**config.mk**
```make
export PLATFORM = sky130hd
export DESIGN_NAME = cgate_top
export DESIGN_NICKNAME = d
export VERILOG_FILES = /design/src/rtl/cgate_pkg.sv /design/src/rtl/cgate_ctrl.sv /design/src/rtl/cgate_dp.sv /design/src/rtl/cgate_top.sv
export SDC_FILE = /design/constraint.sdc
export NUM_CORES = 1
export LEC_CHECK = 0
export CORE_UTILIZATION = 35
export CTS_BUF_LIST = sky130_fd_sc_hd__clkbuf_8
export DETAILED_ROUTE_END_ITERATION = 12
export GPL_TIMING_DRIVEN = 0
export PLACE_DENSITY = 0.76
export SETUP_SLACK_MARGIN = 0.05
export SLEW_MARGIN = 10
export SYNTH_ARGS = -nofsm -noshare
export SYNTH_HDL_FRONTEND = slang
export SYNTH_SLANG_ARGS = --single-unit
```
**constraint.sdc**
```tcl
create_clock -name clk -period 0.9 [get_ports clk]
set_clock_uncertainty 0.2 [all_clocks]
set_input_delay 0.09 -clock clk [delete_from_list [all_inputs] [get_ports clk]]
set_output_delay 0.09 -clock clk [all_outputs]
set_load 0.02 [all_outputs]
```
**src/rtl/cgate_pkg.sv**
```systemverilog
package cgate_pkg;
  typedef struct packed {
    logic setPu;    // force power-up bit to 1
    logic clrPu;    // force power-up bit to 0
    logic loadCfg;  // load host word into the register
  } cgateStrobe_t;
endpackage

```
**src/rtl/cgate_ctrl.sv**
```systemverilog
module cgate_ctrl #(
  parameter int ADDR_W      = 4,
  parameter int DATA_W      = 8,
  parameter int CFG_ADDR    = 11,
  parameter int PU_BIT      = 0,
  parameter int NUM_IRQ     = 2,
  parameter int SYNC_STAGES = 2
) (
  input  logic                 clk,
  input  logic                 rstN,
  input  logic                 hostWe,
  input  logic [ADDR_W-1:0]    hostAddr,
  input  logic [DATA_W-1:0]    hostWdata,
  input  logic                 cpuWe,
  input  logic                 cpuWdata,
  input  logic [NUM_IRQ-1:0]   irqIn,
  input  logic                 puBit,
  output cgate_pkg::cgateStrobe_t strobe
);
  localparam int CHAIN_W = SYNC_STAGES + 1;

  logic [NUM_IRQ-1:0] wakeEdge;

  for (genvar i = 0; i < NUM_IRQ; i++) begin : g_irq
    logic [CHAIN_W-1:0] chain;
    always_ff @(posedge clk or negedge rstN) begin
      if (!rstN) chain <= '0;
      else       chain <= {chain[CHAIN_W-2:0], irqIn[i]};
    end
    assign wakeEdge[i] = chain[SYNC_STAGES-1] & ~chain[SYNC_STAGES];
  end

  logic wake, hostHit, cpuLive, newBit, anyWrite;

  always_comb begin
    wake     = |wakeEdge;
    hostHit  = hostWe && (hostAddr == ADDR_W'(CFG_ADDR));
    cpuLive  = cpuWe && puBit;
    anyWrite = hostHit || cpuLive;
    newBit   = hostHit ? hostWdata[PU_BIT] : cpuWdata;
    strobe.loadCfg = hostHit;
    strobe.setPu   = wake || (anyWrite && newBit);
    strobe.clrPu   = !wake && anyWrite && !newBit;
  end
endmodule

```
**src/rtl/cgate_dp.sv**
```systemverilog
module cgate_dp #(
  parameter int DATA_W = 8,
  parameter int PU_BIT = 0
) (
  input  logic                    clk,
  input  logic                    rstN,
  input  cgate_pkg::cgateStrobe_t strobe,
  input  logic [DATA_W-1:0]       hostWdata,
  output logic [DATA_W-1:0]       cfgReg,
  output logic                    puBit,
  output logic                    clkEn
);
  localparam logic [DATA_W-1:0] RESET_CFG = DATA_W'(1) << PU_BIT;

  always_ff @(posedge clk or negedge rstN) begin
    if (!rstN) begin
      cfgReg <= RESET_CFG;
    end else begin
      if (strobe.loadCfg) cfgReg <= hostWdata;
      if (strobe.setPu)      cfgReg[PU_BIT] <= 1'b1;
      else if (strobe.clrPu) cfgReg[PU_BIT] <= 1'b0;
    end
  end

  assign puBit = cfgReg[PU_BIT];

  // retimed on the falling edge: enable moves only while the clock is low
  always_ff @(negedge clk or negedge rstN) begin
    if (!rstN) clkEn <= 1'b1;
    else       clkEn <= puBit;
  end
endmodule

```
**src/rtl/cgate_top.sv**
```systemverilog
module cgate_top #(
  parameter int ADDR_W      = 4,
  parameter int DATA_W      = 8,
  parameter int CFG_ADDR    = 11,
  parameter int PU_BIT      = 0,
  parameter int NUM_IRQ     = 2,
  parameter int SYNC_STAGES = 2
) (
  input  logic               clk,
  input  logic               rstN,
  input  logic               hostWe,
  input  logic [ADDR_W-1:0]  hostAddr,
  input  logic [DATA_W-1:0]  hostWdata,
  input  logic               cpuWe,
  input  logic               cpuWdata,
  input  logic [NUM_IRQ-1:0] irqIn,
  output logic [DATA_W-1:0]  cfgOut,
  output logic               clkEn,
  output logic               clkGated
);
  cgate_pkg::cgateStrobe_t strobe;
  logic puBit;

  cgate_ctrl #(
    .ADDR_W(ADDR_W), .DATA_W(DATA_W), .CFG_ADDR(CFG_ADDR),
    .PU_BIT(PU_BIT), .NUM_IRQ(NUM_IRQ), .SYNC_STAGES(SYNC_STAGES)
  ) u_ctrl (
    .clk(clk), .rstN(rstN), .hostWe(hostWe), .hostAddr(hostAddr),
    .hostWdata(hostWdata), .cpuWe(cpuWe), .cpuWdata(cpuWdata),
    .irqIn(irqIn), .puBit(puBit), .strobe(strobe)
  );

  cgate_dp #(.DATA_W(DATA_W), .PU_BIT(PU_BIT)) u_dp (
    .clk(clk), .rstN(rstN), .strobe(strobe), .hostWdata(hostWdata),
    .cfgReg(cfgOut), .puBit(puBit), .clkEn(clkEn)
  );

  assign clkGated = ~clkEn;
endmodule

```
==> flow_metrics.tcl, run 1 <==
set metrics [dict create \
    cap_violations 0 \
    power_density_nw_per_um2 2029 \
    portBuffers 28 \
    nets 89 \
    fin_area_sq_um 943.4 \
    ys_seq_area_share_pct 67.41 \
    fin_cells 85 \
    grt_pass1_wl_um 1628 \
    numCtsBuffers 3 \
    wl_per_cell_um 12.01 \
    maxSlewViolCount 0 \
    synth.top_cell.area_share_pct 58.04 \
    crit_type "flip-flop to primary output" \
    antenna_found_initial 0 \
    required_ns 0.61 \
    dieWidth_um 42.02 \
    endpoint_kind "primary output" \
    rows 14 \
    core_sq_um 1506 \
    vdd_drop_max_uv 1245 \
    dp_hpwl_um 773.5 \
    ios 29 \
    cts.sinks 15 \
    final_common_cell "dfrtp_1" \
    syn_area_per_cell_sq_um 16.02 \
    h-tree-depth 1 \
    placed_cells 79 \
    drive_above_1_share_pct 47.83 \
    synth_nets 54 \
    clkTransAtPathRegs_ns 0.06 \
    fillCellCount 126 \
    whs_ns -0.3588 \
    yosys-top-cells-area "dfrtp_1 (58%), mux2_4 (13%), dfstp_2 (9.4%), mux2_2 (4.0%), inv_1 (3.3%)" \
    critPathMaxFanout 2 \
    worst_pin_slew_ns 0.3518 \
    drt_first_pass_iters 3 \
    ys_warn_count 0 \
    crit_arrival_ns 1.44 \
    grt_pass1_vias 421 \
    ys_seq_elements 15 \
    p_leak_nw 0.4673 \
    syn_area_sq_um 560.5 \
    min_path_type "input port to async pin" \
    rsz0062_at_grt "yes" \
    globalRouteOverflowTotal 0 \
    post-route-drc-count 0 \
    fp.dieH_um 42.02 \
    netlist_instances 35 \
    finalHoldViolations 14 \
    gp_congestion 0.6671 \
    cts_buffer_depth 2 \
    regArea_sq_um 377.9 \
    final_util_pct 62.62 \
    mostFrequentLayoutCells "dfrtp_1 (13), clkdlybuf4s50_1 (12), buf_6 (11)" \
    cts-root-buf "clkbuf_8" \
    setup_ws_ns -0.8324 \
    setup_violations 19 \
    cts_tree "yes" \
    diodes 0 \
    yosys.area.top_type "dfrtp_1" \
    area_delta_synth_final_pct 68.30 \
    ant_nets 0 \
    status "finished, violations left" \
    insertion_delay_ns 0.24 \
    vias 386 \
    grt_use_total_pct 12.21 \
    dpl_cell_area_sq_um 874.6 \
    drt-initial-drc-count 3 \
    start_util_pct 37.21 \
    dieArea_sq_um 1766 \
    routed_via_density 4.541 \
    cp-start-kind "flip-flop" \
    violations "negative hold slack, negative setup slack" \
    wl_um 1021 \
    timing.slew.headroom_pct 76.55 \
    grt_max_degree 16 \
    yosysUniqueCellTypes 13 \
    multi_input_area_sq_um 167.7 \
]
## cell families after synthesis
| group | count (synthesis) | synth area share [%] |
|---|---|---|
| DFF | 15 | 67.41 |
| muxes | 7 | 17.41 |
| and+or+nand+nor | 4 | 6.918 |
| buffers and inverters | 6 | 4.688 |
| AOI/OAI and AO/OA | 3 | 3.572 |
## synthesized netlist by cell type
library cell	n
nand2_4	1
dfstp_2	2
a22oi_1	1
mux2_4	5
and4b_4	1
buf_4	1
and2_4	1
o21ai_0	1
dfrtp_1	13
o211ai_1	1
inv_1	5
mux2_2	2
nand3_1	1
## flip-flops by register name, indices dropped and copies added, names as in the netlist
signal              flops
u_dp.cfgReg             8
u_ctrl.g_irq.chain      6
u_dp.clkEn              1
## metrics by stage
step	power, mW	setup WS, ns	TNS (ns)
6_report	1.914	-0.8324	-4.412
5_1_grt	1.994	-0.8701	-4.778
4_1_cts	1.927	-0.8353	-4.439
3_5_place_dp	1.387	-0.9776	-14.51
3_3_place_gp	1.376	-0.9686	-13.96
2_1_floorplan	1.098	-0.4924	-3.025
## layer usage
| metal | global-route usage (%) | wire length (um) | vias to the layer above |
|---|---|---|---|
| li1 | - | - | 182 |
| met4 | 3.750 | 0 | 0 |
| met2 | 20.31 | 468 | 24 |
| met1 | 13.54 | 429 | 180 |
| met5 | 0 | 0 | - |
| met3 | 6.466 | 122 | 0 |
## report_power, final
| group | switching, mW | leakage (nW) | total, mW | internal [mW] |
|---|---|---|---|---|
| sequential | 0.0694 | 0.177 | 0.849 | 0.780 |
| clock | 0.214 | 0.0322 | 0.520 | 0.307 |
| combinational | 0.204 | 0.258 | 0.544 | 0.340 |
| total | 0.487 | 0.467 | 1.91 | 1.43 |
## path summary, 6_finish.rpt
check                                           endpoint                     start  cells after the start  slack [ns]
max in group asynchronous                     u_dp.clkEn                      rstN                      1        0.17
min in group clk                u_ctrl.g_irq[1].chain[0]                  irqIn[1]                      1        0.09
worst min-delay path            u_ctrl.g_irq[0].chain[2]                      rstN                      1       -0.36
worst max register to register                u_dp.clkEn            u_dp.cfgReg[0]                      0       -0.30
worst max-delay path                            clkGated                u_dp.clkEn                      2       -0.83
worst min register to register  u_ctrl.g_irq[0].chain[1]  u_ctrl.g_irq[0].chain[0]                      0        0.15
## area by class of cell
cell class / instances / area share, %
Timing Repair Buffer: 30 / 31.83
Clock buffer: 3 / 4.377
Inverter: 4 / 1.857
Clock inverter: 2 / 0.7958
Multi-Input combinational cell: 14 / 17.77
Buffer: 1 / 1.194
Sequential cell: 15 / 40.05
Tap cell: 16 / 2.122
## what timing repair did
item	in CTS	in global routing
resized for setup	75	0
pin swaps	2	0
setup buffers	1	1
endpoints found under the setup margin	34	19
hold endpoints to repair	14	14
## worst max-delay path, cell delays in order (launching register included)
cell,delay [ns]
dfstp_2,0.54
inv_4,0.03
buf_6,0.12
(Power assumes the default switching activity.)
==> run 2: changes to the inputs <==
- CORE_UTILIZATION: 35 -> 40
- PLACE_DENSITY: 0.76 -> 0.82
- clock period: 0.9 -> 2 ns (I/O delays scaled with it)
==> run 2 against run 1 <==
The run ends with negative setup slack left. Core utilization grew 8.8 points. Flip-flop and latch count unchanged. Worst hold slack better by 0.50 ns. Global-route usage grew 4.7 points. Count of clock-buffer cells in the layout stayed put. Die area fell by 12%. Non-clock buffer count did not move. Critical path type unchanged. Clock power down 53%. Routed wire length grew 8.1%. Sequential power decreased by 56%. Critical endpoint unchanged.
==> flow_metrics.tcl, run 2 (synthesized netlist as in run 1, its figures left out) <==
set metrics [dict create \
    timing.slew.headroom_pct 60.72 \
    largest_reg_flops 8 \
    core_sq_um 1301 \
    dp_hpwl_um 784.3 \
    final_util_pct 71.44 \
    vdd_drop_max_uv 670.1 \
    rows 13 \
    wl_um 1104 \
    crit_type "flip-flop to primary output" \
    post_cts_buffers 0 \
    dpl_cell_area_sq_um 862.1 \
    portBuffers 28 \
    routed_via_density 4.500 \
    swShare_pct 26.14 \
    p_switching_mw 0.2235 \
    post-route-drc-count 0 \
    fillCellCount 104 \
    critPathSlowestCell "dfstp_2" \
    setup_violations 2 \
    regArea_sq_um 377.9 \
    top_regs "u_dp.cfgReg: 8 flops, u_ctrl.g_irq.chain: 6 flops, u_dp.clkEn: 1 flops" \
    cts-root-buf "clkbuf_8" \
    min_path_type "flip-flop to flip-flop" \
    vias 378 \
    placed_cells 78 \
    seqPwrFrac_pct 43.8 \
    mostFrequentLayoutCells "clkdlybuf4s50_1 (25), dfrtp_1 (13), mux2_4 (5)" \
    final_common_cell "clkdlybuf4s50_1" \
    dieArea_sq_um 1555 \
    grt_use_total_pct 16.87 \
    area_delta_synth_final_pct 65.85 \
    cp-start-kind "flip-flop" \
    ant_nets 0 \
    drt-initial-drc-count 2 \
    rsz0062_at_grt "yes" \
    min_from "u_ctrl.g_irq[0].chain[0]" \
    worst_pin_slew_ns 0.5873 \
    cap_violations 0 \
    crit_arrival_ns 1.99 \
    ios 29 \
    finalHoldViolations 0 \
    cts_tree "yes" \
    globalRouteOverflowTotal 0 \
    cts.sinks 15 \
    nets 89 \
    grt_pass1_vias 366 \
    required_ns 1.60 \
    fin_area_sq_um 929.6 \
    setup_ws_ns -0.3910 \
    h-tree-depth 1 \
    p_leak_nw 0.4376 \
    p_clk_share_pct 28.8 \
    status "finished, violations left" \
    fin_cells 84 \
    endpoint_kind "primary output" \
    numCtsBuffers 3 \
    dp_slack_ns -0.5352 \
    start_util_pct 43.08 \
    critPathMaxFanout 2 \
    antenna_found_initial 0 \
    fp.dieH_um 39.44 \
    crit_path_cell_trace "inv_4 -> buf_6" \
    worst_path_largest_cell_delay_ns 0.54 \
    gp_congestion 0.6315 \
    power_density_nw_per_um2 919.7 \
    drive_above_1_share_pct 28.99 \
    critPathLaunch "u_dp.clkEn" \
    multi_input_area_sq_um 156.4 \
    drt_first_pass_iters 2 \
    combinationalPowerShare_pct 27.4 \
    p_int_mw 0.6315 \
    clkTransAtPathRegs_ns 0.06 \
    insertion_delay_ns 0.24 \
    largest-register "u_dp.cfgReg" \
    grt_max_degree 16 \
    violations "negative setup slack" \
    dieWidth_um 39.44 \
    grt_pass1_wl_um 1628 \
    maxSlewViolCount 0 \
    diodes 0 \
    cts_buffer_depth 2 \
    reg2reg_from "u_dp.cfgReg[0]" \
    wl_per_cell_um 13.14 \
]
## run 2: cell count changes in the layout (fill, tap and decap cells not counted), sizes merged, moves of 2 or more
| cell | previous run | this run |
|---|---|---|
| dlygate4sd3 | 0 | 2 |
| buf | 15 | 3 |
| clkdlybuf4s15 | 3 | 0 |
| clkdlybuf4s50 | 12 | 25 |
## run 2: final cells by class
cell class                      instances  area share (%)
Buffer                                  1          0.8075
Clock buffer                            3           4.441
Clock inverter                          2          0.9421
Inverter                                4           1.884
Multi-Input combinational cell         14           16.82
Sequential cell                        15           40.65
Tap cell                               15           2.019
Timing Repair Buffer                   30           32.44
## run 2: worst paths after layout
kind | end | slack (ns) | cells past startpoint
worst max-delay path | clkGated | -0.39 | 2
worst min-delay path | u_ctrl.g_irq[0].chain[1] | 0.14 | 0
worst max register to register | u_dp.clkEn | 0.27 | 0
worst min register to register | u_ctrl.g_irq[0].chain[1] | 0.14 | 0
max in group asynchronous | u_ctrl.g_irq[0].chain[0] | 0.29 | 3
min in group asynchronous | u_dp.cfgReg[0] | 0.30 | 2
## run 2: power by group through the flow
stage	registers [mW]	clock network (mW)	logic [mW]
finish	0.375	0.246	0.234
global route	0.379	0.268	0.248
CTS	0.375	0.254	0.233
detailed placement	0.379	0.00626	0.230
global placement	0.377	0.00626	0.227
floorplan	0.421	0.00626	0.0597
## run 2: what timing repair did
item,4_1_cts,5_1_grt
setup endpoints to repair,2,3
endpoints found under the hold margin,0,13
gates resized for setup,11,1
hold buffers,0,2
## run 2: stage by stage
stage | hold WS, ns | total power, mW | TNS, ns
finish | 0.1441 | 0.8550 | -0.7769
global route | 0.1623 | 0.8949 | -0.8632
CTS | 0.1489 | 0.8629 | -0.8026
detailed placement | 0.1347 | 0.6156 | -1.252
floorplan | -0.2956 | 0.4867 | -0.05242
global placement | 0.1331 | 0.6103 | -1.219
## run 2: per-layer routing
layer,GRT usage [%],up-vias,share of wire (%)
met3,5.114,2,4.3
met2,27.46,12,54
met1,18.98,182,40
met5,0,-,0
li1,-,182,-
met4,10.34,0,1.4
## run 2: critical path, delay by kind of cell, from the launching register on
family                 cells  cell delay, ns
flip-flops                 1            0.54
buffers and inverters      2            0.15
==> run 3: changes to the inputs <==
- CORE_MARGIN: not set -> 2
==> run 3 against run 2 <==
The flow still finishes with violations (negative setup slack). Register-to-register slack about the same. Flip-flop and latch count unchanged. Routed wire length up 0.27%. Worst hold slack better by 0.0033 ns. Highest routed layer is now met3.
==> flow_metrics.tcl, run 3 (synthesized netlist as in run 1, its figures left out) <==
set metrics [dict create \
    tns_ns -0.7810 \
    routed_via_density 4.393 \
    status "finished, violations left" \
    insertion_delay_ns 0.24 \
    setup_violations 2 \
    dp_hpwl_um 827.3 \
    vdd_drop_max_uv 551.1 \
    wl_per_cell_um 13.18 \
    crit_path_cell_trace "inv_4 -> buf_6" \
    min_path_type "flip-flop to flip-flop" \
    grt_pass1_wl_um 1842 \
    wl_um 1107 \
    grt_use_total_pct 14.40 \
    mostFrequentLayoutCells "clkdlybuf4s50_1 (25), dfrtp_1 (13), mux2_4 (5)" \
    worst_pin_slew_ns 0.5584 \
    post_cts_buffers 0 \
    largest_reg_flops 8 \
    cts-root-buf "clkbuf_8" \
    cp_num_buf_inv 2 \
    grt_pass1_vias 402 \
    swShare_pct 26.16 \
    gp_congestion 0.6765 \
    p_clk_share_pct 28.9 \
    fp.dieH_um 41.44 \
    p_leak_nw 0.4414 \
    crit_type "flip-flop to primary output" \
    crit_arrival_ns 1.99 \
    vias 369 \
    start_util_pct 43.08 \
    power_density_nw_per_um2 921.3 \
    maxSlewViolCount 0 \
    area_delta_synth_final_pct 65.85 \
    endpoint_kind "primary output" \
    diodes 0 \
    drt-initial-drc-count 0 \
    cts.sinks 15 \
    largest-register "u_dp.cfgReg" \
    seqPwrFrac_pct 43.9 \
    numCtsBuffers 3 \
    timing.slew.headroom_pct 62.65 \
    globalRouteOverflowTotal 0 \
    ios 29 \
    core_sq_um 1301 \
    drive_above_1_share_pct 28.99 \
    clkTransAtPathRegs_ns 0.06 \
    dieArea_sq_um 1717 \
    rsz0062_at_grt "yes" \
    rows 13 \
    critPathSlowestCell "dfstp_2" \
    top_regs "u_dp.cfgReg: 8 flops, u_ctrl.g_irq.chain: 6 flops, u_dp.clkEn: 1 flops" \
    post-route-drc-count 0 \
    cts_tree "yes" \
    nets 89 \
    dieWidth_um 41.44 \
    grt_max_degree 16 \
    violations "negative setup slack" \
    final_common_cell "clkdlybuf4s50_1" \
    worst_path_largest_cell_delay_ns 0.54 \
    required_ns 1.60 \
    setup_ws_ns -0.3928 \
    critPathTopFamily "flip-flops" \
    p_switching_mw 0.2240 \
    fin_cells 84 \
    drt_first_pass_iters 1 \
    portBuffers 28 \
    placed_cells 78 \
    ant_nets 0 \
    critPathMaxFanout 2 \
    cts_buffer_depth 2 \
    p_int_mw 0.6325 \
    combinationalPowerShare_pct 27.1 \
    cp-start-kind "flip-flop" \
    finalHoldViolations 0 \
    cap_violations 0 \
    h-tree-depth 1 \
    antenna_found_initial 0 \
]
[run 3: changes by cell type in the layout (fill, tap and decap cells not counted)]
cell / before / now
clkinvlp_2: 1 / 0
clkinv_2: 0 / 1
[run 3: metal layers]
metal	global-route usage (%)	routed length (um)	part of all wire, %
met1	18.39	462	42
met4	5.806	0	0
met3	4.348	49	4.4
met5	0	0	0
met2	22.81	594	54
[run 3: cell type report]
class / instances / area (sq um)
fill: 99 / 371.6
inverter: 4 / 17.52
sequential: 15 / 377.9
clock buffer: 3 / 41.29
multi-input combinational: 14 / 156.4
buffer: 1 / 7.507
clock inverter: 2 / 8.758
timing repair buffer: 30 / 301.5
tap: 15 / 18.77
[run 3: timing repair]
action,4_1_cts,5_1_grt
hold buffers,0,2
endpoints found under the setup margin,2,3
gates resized for setup,11,1
gates cloned,0,0
pin swaps,0,0
endpoints found under the hold margin,0,13
[run 3: final timing paths]
| kind | from | to | slack, ns | cells after the start |
|---|---|---|---|---|
| max | u_dp.clkEn | clkGated | -0.39 | 2 |
| min | u_ctrl.g_irq[0].chain[0] | u_ctrl.g_irq[0].chain[1] | 0.15 | 0 |
| max reg2reg | u_dp.cfgReg[0] | u_dp.clkEn | 0.26 | 0 |
| min reg2reg | u_ctrl.g_irq[0].chain[0] | u_ctrl.g_irq[0].chain[1] | 0.15 | 0 |
| max in group asynchronous | rstN | u_dp.cfgReg[3] | 0.31 | 3 |
| min in group asynchronous | rstN | u_dp.cfgReg[0] | 0.30 | 2 |
[run 3: metrics by stage]
stage	utilization (%)	total power [mW]	setup WS, ns	hold slack [ns]	cell area [sq um]
2_1_floorplan	-	0.4867	-0.05242	-0.2956	563.0
3_3_place_gp	66.25	0.6117	-0.5280	0.1326	862.1
3_5_place_dp	66.25	0.6171	-0.5380	0.1347	862.1
4_1_cts	69.71	0.8599	-0.4018	0.1484	907.1
5_1_grt	71.44	0.8982	-0.4343	0.1536	929.6
6_report	71.44	0.8565	-0.3928	0.1474	929.6
[run 3: power by group through the flow]
stage	Combinational [mW]	Clock, mW	Sequential, mW
2_1_floorplan	0.0597	0.00626	0.421
5_1_grt	0.246	0.270	0.382
3_3_place_gp	0.227	0.00626	0.378
4_1_cts	0.233	0.251	0.376
6_report	0.232	0.248	0.376
3_5_place_dp	0.231	0.00626	0.379
